File: src/rtl/adc_trig_pkg.sv
package adc_trig_pkg;
  localparam int unsigned NUM_SLOTS = 16;
  localparam int unsigned CMD_W     = 4;
endpackage

File: src/rtl/trig_edge_det.sv
module trig_edge_det #(
  parameter int unsigned N = 16
) (
  input  logic         clk_i,
  input  logic         rst_ni,
  input  logic [N-1:0] async_i,
  output logic [N-1:0] rise_o
);
  for (genvar i = 0; i < N; i++) begin : g_bit
    logic s1_q, s2_q, s3_q;
    always_ff @(posedge clk_i or negedge rst_ni) begin
      if (!rst_ni) begin
        s1_q <= 1'b0;
        s2_q <= 1'b0;
        s3_q <= 1'b0;
      end else begin
        s1_q <= async_i[i];
        s2_q <= s1_q;
        s3_q <= s2_q;
      end
    end
    assign rise_o[i] = s2_q & ~s3_q;

    p_edge_pulse_r3: assert property (@(posedge clk_i) disable iff (!rst_ni)
      rise_o[i] |=> !rise_o[i]);
  end
endmodule

File: src/rtl/slot_pend.sv
module slot_pend #(
  parameter int unsigned N     = 16,
  parameter int unsigned CMD_W = 4
) (
  input  logic                      clk_i,
  input  logic                      rst_ni,
  input  logic [N-1:0]              req_i,
  input  logic [N-1:0][CMD_W-1:0]   req_cmd_i,
  input  logic [N-1:0]              clr_i,
  output logic [N-1:0]              pend_o,
  output logic [N-1:0][CMD_W-1:0]   cmd_o,
  output logic [N-1:0]              ovr_o
);
  for (genvar i = 0; i < N; i++) begin : g_slot
    logic busy_now;
    assign busy_now = pend_o[i] & ~clr_i[i];
    always_ff @(posedge clk_i or negedge rst_ni) begin
      if (!rst_ni) begin
        pend_o[i] <= 1'b0;
        cmd_o[i]  <= '0;
        ovr_o[i]  <= 1'b0;
      end else begin
        if (req_i[i] && busy_now) begin
          ovr_o[i] <= 1'b1;  // keep the first request
        end else if (req_i[i]) begin
          pend_o[i] <= 1'b1;
          cmd_o[i]  <= req_cmd_i[i];
        end else if (clr_i[i]) begin
          pend_o[i] <= 1'b0;
        end
      end
    end

    p_ovr_sticky_r7: assert property (@(posedge clk_i) disable iff (!rst_ni)
      ovr_o[i] |=> ovr_o[i]);
  end
endmodule

File: src/rtl/lowest_first_arb.sv
module lowest_first_arb #(
  parameter int unsigned N    = 16,
  localparam int unsigned ID_W = (N > 1) ? $clog2(N) : 1
) (
  input  logic [N-1:0]    pend_i,
  output logic            any_o,
  output logic [ID_W-1:0] idx_o
);
  always_comb begin
    idx_o = '0;
    for (int i = N - 1; i >= 0; i--) begin
      if (pend_i[i]) idx_o = ID_W'(i);
    end
  end
  assign any_o = |pend_i;
endmodule

File: src/rtl/adc_trig_dispatch.sv
module adc_trig_dispatch
  import adc_trig_pkg::*;
#(
  parameter int unsigned N    = NUM_SLOTS,
  parameter int unsigned CW   = CMD_W,
  localparam int unsigned ID_W = (N > 1) ? $clog2(N) : 1
) (
  input  logic            clk_i,
  input  logic            rst_ni,
  input  logic [N-1:0]    hw_trig_i,
  input  logic            ctl_we_i,
  input  logic [ID_W-1:0] ctl_slot_i,
  input  logic [CW:0]     ctl_wdata_i,
  input  logic            swt_we_i,
  input  logic [N-1:0]    swt_bits_i,
  output logic            cmd_valid_o,
  output logic [CW-1:0]   cmd_index_o,
  output logic [ID_W-1:0] cmd_slot_o,
  input  logic            cmd_ready_i,
  output logic [N-1:0]    ovr_flag_o
);
  logic [N-1:0]          hw_en_q;
  logic [N-1:0][CW-1:0]  cmd_q;
  logic [N-1:0]          rise, sw_hit, req, clr, pend;
  logic [N-1:0][CW-1:0]  pend_cmd;
  logic                  any_pend;
  logic [ID_W-1:0]       arb_idx;
  logic                  busy_q, done;
  logic [ID_W-1:0]       gnt_id_q;
  logic [CW-1:0]         gnt_cmd_q;

  // control registers
  for (genvar i = 0; i < N; i++) begin : g_ctl
    always_ff @(posedge clk_i or negedge rst_ni) begin
      if (!rst_ni) begin
        hw_en_q[i] <= 1'b0;
        cmd_q[i]   <= '0;
      end else if (ctl_we_i && ctl_slot_i == ID_W'(i)) begin
        hw_en_q[i] <= ctl_wdata_i[CW];
        cmd_q[i]   <= ctl_wdata_i[CW-1:0];
      end
    end
    // pointer 0 means no command: drop the trigger
    assign req[i] = (|cmd_q[i]) &
                    (hw_en_q[i] ? rise[i] : sw_hit[i]);
  end

  assign sw_hit = swt_we_i ? swt_bits_i : '0;

  trig_edge_det #(.N(N)) u_edge (
    .clk_i   (clk_i),
    .rst_ni  (rst_ni),
    .async_i (hw_trig_i),
    .rise_o  (rise)
  );

  slot_pend #(.N(N), .CMD_W(CW)) u_pend (
    .clk_i     (clk_i),
    .rst_ni    (rst_ni),
    .req_i     (req),
    .req_cmd_i (cmd_q),
    .clr_i     (clr),
    .pend_o    (pend),
    .cmd_o     (pend_cmd),
    .ovr_o     (ovr_flag_o)
  );

  lowest_first_arb #(.N(N)) u_arb (
    .pend_i (pend),
    .any_o  (any_pend),
    .idx_o  (arb_idx)
  );

  assign done = busy_q & cmd_ready_i;

  always_comb begin
    clr = '0;
    if (done) clr[gnt_id_q] = 1'b1;
  end

  // grant is frozen while offered so backpressure sees stable data
  always_ff @(posedge clk_i or negedge rst_ni) begin
    if (!rst_ni) begin
      busy_q    <= 1'b0;
      gnt_id_q  <= '0;
      gnt_cmd_q <= '0;
    end else if (done) begin
      busy_q <= 1'b0;
    end else if (!busy_q && any_pend) begin
      busy_q    <= 1'b1;
      gnt_id_q  <= arb_idx;
      gnt_cmd_q <= pend_cmd[arb_idx];
    end
  end

  assign cmd_valid_o = busy_q;
  assign cmd_index_o = gnt_cmd_q;
  assign cmd_slot_o  = gnt_id_q;

  p_hold_stable_r5: assert property (@(posedge clk_i) disable iff (!rst_ni)
    cmd_valid_o && !cmd_ready_i |=>
      cmd_valid_o && $stable(cmd_index_o) && $stable(cmd_slot_o));

  p_no_null_cmd_r4: assert property (@(posedge clk_i) disable iff (!rst_ni)
    cmd_valid_o |-> cmd_index_o != '0);

  p_offer_pending_r6: assert property (@(posedge clk_i) disable iff (!rst_ni)
    cmd_valid_o |-> pend[cmd_slot_o]);

  p_drop_after_accept_r9: assert property (@(posedge clk_i) disable iff (!rst_ni)
    cmd_valid_o && cmd_ready_i |=> !cmd_valid_o);
endmodule

File: config.mk
export PLATFORM = sky130hd
export DESIGN_NAME = adc_trig_dispatch
export DESIGN_NICKNAME = d
export VERILOG_FILES = /design/src/rtl/adc_trig_pkg.sv /design/src/rtl/trig_edge_det.sv /design/src/rtl/slot_pend.sv /design/src/rtl/lowest_first_arb.sv /design/src/rtl/adc_trig_dispatch.sv
export SDC_FILE = /design/constraint.sdc
export NUM_CORES = 1
export LEC_CHECK = 0
export ABC_AREA = 1
export BUFFER_PORTS_ARGS = -buffer_cell sky130_fd_sc_hd__buf_2
export CAP_MARGIN = 20
export CORE_UTILIZATION = 40
export CTS_CLUSTER_DIAMETER = 60
export CTS_CLUSTER_SIZE = 8
export DETAILED_ROUTE_END_ITERATION = 10
export PLACE_DENSITY = 0.58
export SLEW_MARGIN = 10
export SYNTH_ARGS = -nofsm -noshare
export SYNTH_HDL_FRONTEND = slang
export SYNTH_SLANG_ARGS = --single-unit
File: constraint.sdc
create_clock -name clk_i -period 2.3 [get_ports clk_i]
set_input_delay 0.46 -clock clk_i [delete_from_list [all_inputs] [get_ports clk_i]]
set_output_delay 0.46 -clock clk_i [all_outputs]
set_load 0.01 [all_outputs]
==> results.tsv, run 1 <==
metric	value	unit
status	finished clean	
Max Root-Sink Buffers	3	
Synth Net Count	1078	
Final Cycle Share	89.7	%
clk root buf	clkbuf_16	
Non-Filler Instances	1482	
area grow syn2layout	21.8	%
Async SR Flop Fraction	100	%
Clock Sinks	233	
Fin Setup TNS	0	ns
most common cell after layout, fill and taps aside	nand2_1	
worst path cell trace	nor4_2 -> nand2_1 -> a21oi_2 -> inv_1 -> nand3_1 -> nand3_1 -> nand2_1 -> nand2_1 -> nand2_1	
total wire length	25.4	mm
Synth Register Bits	233	
Port Buffers	70	
number of flops mapped to enable cells by yosys	0	
Clk pin slew, worst setup/hold paths	0.05	ns
minimum hold slack	0.0465	ns
RR Endpoint	cmd_index_o[0]	
type of origin of the critical path	register	
most used cell, CP	nand2_1	
Synth Area per Inst	9.21	um^2
hold path startpoint	hw_trig_i[6]	
Iter 0 DRT Violations	565	
sequential share of the synthesized area	61.4	%
synth warn	0	
Placed Cells	1437	
NumNets Final	1205	
layout filler cell count	2268	
CTS tree	yes	
cts bufs inserted	35	
reg2reg start	u_pend.pend_o[8]	
time the worst path needs with I/O delays and setup	2.06	ns
core box area	23400	um^2
Netlist cell types	31	
Worst EP arrival	2.51	ns
vias in the first global route	7289	
Final Cell Area	11600	um^2
crit end category	register	
Top Ports	71	
post-synthesis instance total	1032	
# DRC	0	
achievable frequency	0.485	GHz
share of cells above drive strength 1	14.5	%
cell area after synthesis	9500	um^2
Slew @ Worst Pin	0.724	ns
initial core utilization	40.6	%
kind of critical path	reg -> reg	
GPL Wtd Cong	0.871	
PD cells	1150	nW/um^2
Clock Skew	0.0266	ns
vias per inst	4.97	
die height	156	um
antenna cell count	0	
worst reg2reg setup slack	0.24	ns
RSZ-0062 raised after global routing	no	
post-CTS setup buffer count	0	
gr usage total	21.6	%
first-pass GRT wire length	39.7	mm
share of the core filled with cells	49.4	%
number of cells on the worst hold path	1	
CP required	2.74	ns
Hold Path End	u_edge.g_bit[6].s1_q	
largest net degree at the start of global routing	64	
drt pass-1 iters	5	
total leakage power	5.68	nW
most frequent cells in the layout	nand2_1, dfrtp_1, inv_1	
largest delay contributor family on the critical path	simple AND/OR/NAND/NOR gates	
Reg2Reg Depth	9	
Die X	156	um
Wirelength per Cell	17.2	um
DP Area	10500	um^2
crit-path max cell delay	0.41	ns
CP max stage cell	dfrtp_1	
Max-slew headroom	51.7	%
Row Count	56	
crit path buf inv count	1	
die area	24400	um^2
Routed Antenna Nets	0	
final setup fails	0	
peak supply drop	0.482	mV
worst-skew pair later-pin latency	0.52	ns
Main synth FF type	dfrtp_1	
initial antenna violation count	0	
Final Max Slew Viols	0	
min-delay worst type	in -> reg	
Critical Path Fanout Max	8	
via count	7372	
H-Tree Depth	2	
final hold viol count	0	
placed wire-length estimate	17.6	mm
total gr overflow	0	
Max Cap Viol	0	
==> repair_timing <==
action,4_1_cts,5_1_grt
resized for setup,0,3
hold endpoints to repair,56,0
hold buffers,1,0
setup endpoints to repair,0,4
==> cells by family after synthesis <==
| kind of cell | count (synthesis) | synth area share (%) |
|---|---|---|
| buffers and inverters | 164 | 6.82 |
| DFF | 233 | 61.4 |
| and+or+nand+nor | 427 | 19.1 |
| AOI/OAI and AO/OA | 200 | 11.7 |
| muxes | 8 | 0.948 |
==> state kept, by name, summed over array words and instances (netlist names) <==
register and count:
cmd_q 64, u_pend.cmd_o 64, hw_en_q 16, u_edge.g_bit.s1_q 16
u_edge.g_bit.s2_q 16, u_edge.g_bit.s3_q 16, u_pend.ovr_o 16, u_pend.pend_o 16
cmd_index_o 4, cmd_slot_o 4, cmd_valid_o 1
==> layout make-up <==
| type | count | area (um^2) | share of cell area, % |
|---|---|---|---|
| timing repair buffer | 108 | 758 | 6.55 |
| tap | 319 | 399 | 3.45 |
| sequential | 233 | 5830 | 50.4 |
| clock buffer | 37 | 893 | 7.72 |
| multi-input combinational | 636 | 3060 | 26.4 |
| inverter | 145 | 544 | 4.71 |
| clock inverter | 4 | 85.1 | 0.736 |
==> metal layers <==
layer  vias up  share of wire (%)  GRT usage, %
met1      3572                 50          32.2
met5         -                  0             0
li1       3598                  -             -
met4         0                1.6          5.60
met3        31                5.0          3.64
met2       171                 44          32.4
==> synth_stat cells (3+ instances only) <==
| master | count | share of area, % |
|---|---|---|
| nand2_1 | 265 | 10 |
| dfrtp_1 | 233 | 61 |
| inv_1 | 129 | 5.1 |
| nand3_1 | 87 | 4.6 |
| o21ai_0 | 73 | 3.8 |
| a21oi_1 | 49 | 2.6 |
| o21ai_1 | 40 | 2.1 |
| nor2_1 | 39 | 1.5 |
| nor3_1 | 18 | 0.95 |
| a21o_1 | 16 | 1.3 |
| inv_2 | 14 | 0.55 |
| a221oi_1 | 13 | 1.2 |
| clkbuf_1 | 11 | 0.43 |
| mux2_1 | 8 | 0.95 |
| nand3b_1 | 8 | 0.63 |
| a31oi_1 | 3 | 0.20 |
| a41oi_1 | 3 | 0.28 |
| buf_6 | 3 | 0.36 |
| nor3b_1 | 3 | 0.24 |
==> where the power goes <==
group | internal, mW | total, mW | switching (mW)
sequential | 4.85 | 5.34 | 0.490
clock | 2.86 | 4.61 | 1.76
combinational | 1.20 | 3.31 | 2.10
==> worst max path at each step <==
stage                 startpoint              to  cells past startpoint  slack [ns]
5_1_grt        u_pend.pend_o[14]  cmd_index_o[1]                     23       0.007
3_5_place_dp    u_pend.pend_o[8]  cmd_index_o[3]                      9        0.21
6_report        u_pend.pend_o[8]  cmd_index_o[0]                      9        0.24
3_3_place_gp    u_pend.pend_o[8]  cmd_index_o[3]                      9        0.14
4_1_cts         u_pend.pend_o[8]  cmd_index_o[3]                      9        0.13
2_1_floorplan  u_pend.pend_o[14]  cmd_index_o[2]                     23        0.50
==> per-stage QoR <==
step                      setup slack (ns)  total power, mW
after floorplan                      0.497             7.35
after global placement               0.143             8.39
after detailed placement             0.207             8.43
after CTS                            0.131             13.1
after global routing               0.00742             14.0
final                                0.237             13.3
Power figures use the tool's default switching activity.
==> run 2: changes to the inputs <==
==> constraint.sdc (replaced) <==
create_clock -name clk_i -period 2.3 [get_ports clk_i]
set_input_delay 0.46 -clock clk_i [delete_from_list [all_inputs] [get_ports clk_i]]
set_output_delay 0.46 -clock clk_i [all_outputs]
set_load 0.02 [all_outputs]
==> results.tsv, run 2 (same netlist as run 1, synthesis figures left out) <==
metric	value	unit
die area	24400	um^2
via count	7399	
final hold viol count	0	
time the worst path needs with I/O delays and setup	2.09	ns
Reg2Reg Depth	23	
drt pass-1 iters	5	
area grow syn2layout	21.7	%
initial core utilization	40.6	%
GPL Wtd Cong	0.871	
cts bufs inserted	35	
Die X	156	um
Clock Skew	0.0169	ns
# DRC	0	
Row Count	56	
NumNets Final	1206	
total wire length	25.3	mm
Wirelength per Cell	17.1	um
Final WS setup	0.213	ns
crit-path max cell delay	0.37	ns
layout filler cell count	2261	
Iter 0 DRT Violations	599	
CTS tree	yes	
antenna cell count	0	
gr usage total	21.6	%
CP max stage cell	dfrtp_1	
most common cell after layout, fill and taps aside	nand2_1	
vias per inst	4.99	
post-CTS setup buffer count	0	
final setup fails	0	
first-pass GRT wire length	39.8	mm
kind of critical path	reg -> reg	
RR Endpoint	cmd_index_o[0]	
total power	13.3	mW
Hold Path End	u_edge.g_bit[11].s1_q	
Non-Filler Instances	1482	
CP required	2.70	ns
Placed Cells	1438	
Clk pin slew, worst setup/hold paths	0.05	ns
hold path startpoint	hw_trig_i[11]	
worst-skew pair later-pin latency	0.51	ns
total leakage power	5.68	nW
min-delay worst type	in -> reg	
clk root buf	clkbuf_16	
worst path cell trace	inv_1 -> nand2_1 -> nand2_1 -> nand2_1 -> nand2_1 -> nand2_1 -> nand2_1 -> nand2_1 -> nand2_1 -> nand2_1 -> nand2_1 -> nand2_1 -> nand2_1 -> nand2_2 -> nand2_8 -> clkbuf_16 -> nand3_1 -> nand3_1 -> nand3_1 -> nand3_1 -> nand2_1 -> nand2_1 -> nand2_1	
Final Max Slew Viols	0	
most used cell, CP	nand2_1	
crit end category	register	
total gr overflow	0	
DP Worst Slack	0.153	ns
worst reg2reg setup slack	0.21	ns
Routed Antenna Nets	0	
core box area	23400	um^2
Max Root-Sink Buffers	3	
die height	156	um
top flop regs	cmd_q (64), u_pend.cmd_o (64)	
Max Cap Viol	0	
initial antenna violation count	0	
Port Buffers	70	
vias in the first global route	7236	
reg2reg start	u_pend.pend_o[14]	
Worst EP arrival	2.48	ns
Clock Sinks	233	
Fin Setup TNS	0	ns
H-Tree Depth	2	
number of cells on the worst hold path	1	
Slew @ Worst Pin	0.718	ns
most frequent cells in the layout	nand2_1, dfrtp_1, inv_1	
Critical Path Fanout Max	16	
peak supply drop	0.741	mV
status	finished clean	
share of cells above drive strength 1	14.6	%
placed wire-length estimate	17.6	mm
PD cells	1150	nW/um^2
achievable frequency	0.479	GHz
Max-slew headroom	52.1	%
largest net degree at the start of global routing	64	
Final Cycle Share	90.8	%
type of origin of the critical path	register	
Top Ports	71	
run 2: changes by cell type in the layout (fill, tap and decap cells not counted):
cell,change
a21oi_2,-1
a21oi_4,+1
buf_4,+1
clkbuf_1,-1
clkbuf_16,+1
clkbuf_8,-1
clkinv_16,-1
clkinv_2,+1
nand3_1,-1
nand3_2,+1
nor4_1,+1
nor4_2,-1
run 2: stage by stage:
step	instance area, um^2	util (%)	hold WS (ns)
after CTS	11500	49.0	0.0423
after detailed placement	10500	44.9	0.336
after global placement	10500	44.9	0.333
final	11600	49.4	0.0609
after floorplan	9500	-	0.164
after global routing	11600	49.4	0.0471
run 2: worst max path at each step:
| stage | startpoint | end | slack [ns] | cells after the start |
|---|---|---|---|---|
| 3_3_place_gp | u_pend.pend_o[8] | cmd_index_o[3] | 0.14 | 9 |
| 3_5_place_dp | u_pend.pend_o[8] | cmd_index_o[3] | 0.15 | 9 |
| 4_1_cts | u_pend.pend_o[8] | cmd_index_o[3] | 0.12 | 9 |
| 2_1_floorplan | u_pend.pend_o[14] | cmd_index_o[2] | 0.50 | 23 |
| 6_report | u_pend.pend_o[14] | cmd_index_o[0] | 0.21 | 23 |
| 5_1_grt | u_pend.pend_o[14] | cmd_index_o[1] | -0.008 | 23 |
run 2: power breakdown:
group / internal (mW) / leakage [nW] / switching [mW]
Combinational: 1.21 / 2.45 / 2.16
Sequential: 4.85 / 2.76 / 0.482
Clock: 2.87 / 0.473 / 1.71
Total: 8.93 / 5.68 / 4.35
run 2: metal layers:
| layer | track usage (%) | wire, um | up-vias |
|---|---|---|---|
| met1 | 31.8 | 12200 | 3536 |
| met4 | 6.16 | 499 | 0 |
| met5 | 0 | 0 | - |
| li1 | - | - | 3611 |
| met3 | 3.39 | 1460 | 40 |
| met2 | 32.8 | 11200 | 212 |
run 2: layout make-up:
type | count | area (um^2) | area share (%)
clock buffer | 36 | 901 | 7.79
timing repair buffer | 109 | 766 | 6.62
inverter | 145 | 544 | 4.71
sequential | 233 | 5830 | 50.4
clock inverter | 4 | 60.1 | 0.519
multi-input combinational | 636 | 3060 | 26.5
tap | 319 | 399 | 3.45
run 2: repair_timing:
action | 4_1_cts | 5_1_grt
setup endpoints to repair | 0 | 4
hold buffers | 1 | 0
resized for setup | 0 | 4
endpoints found under the hold margin | 56 | 0
run 2: worst max-delay path, delay by kind of cell (launching register included):
family,cells,cell delay (ns)
DFF,1,0.37
buffers and inverters,2,0.26
and+or+nand+nor,21,1.33
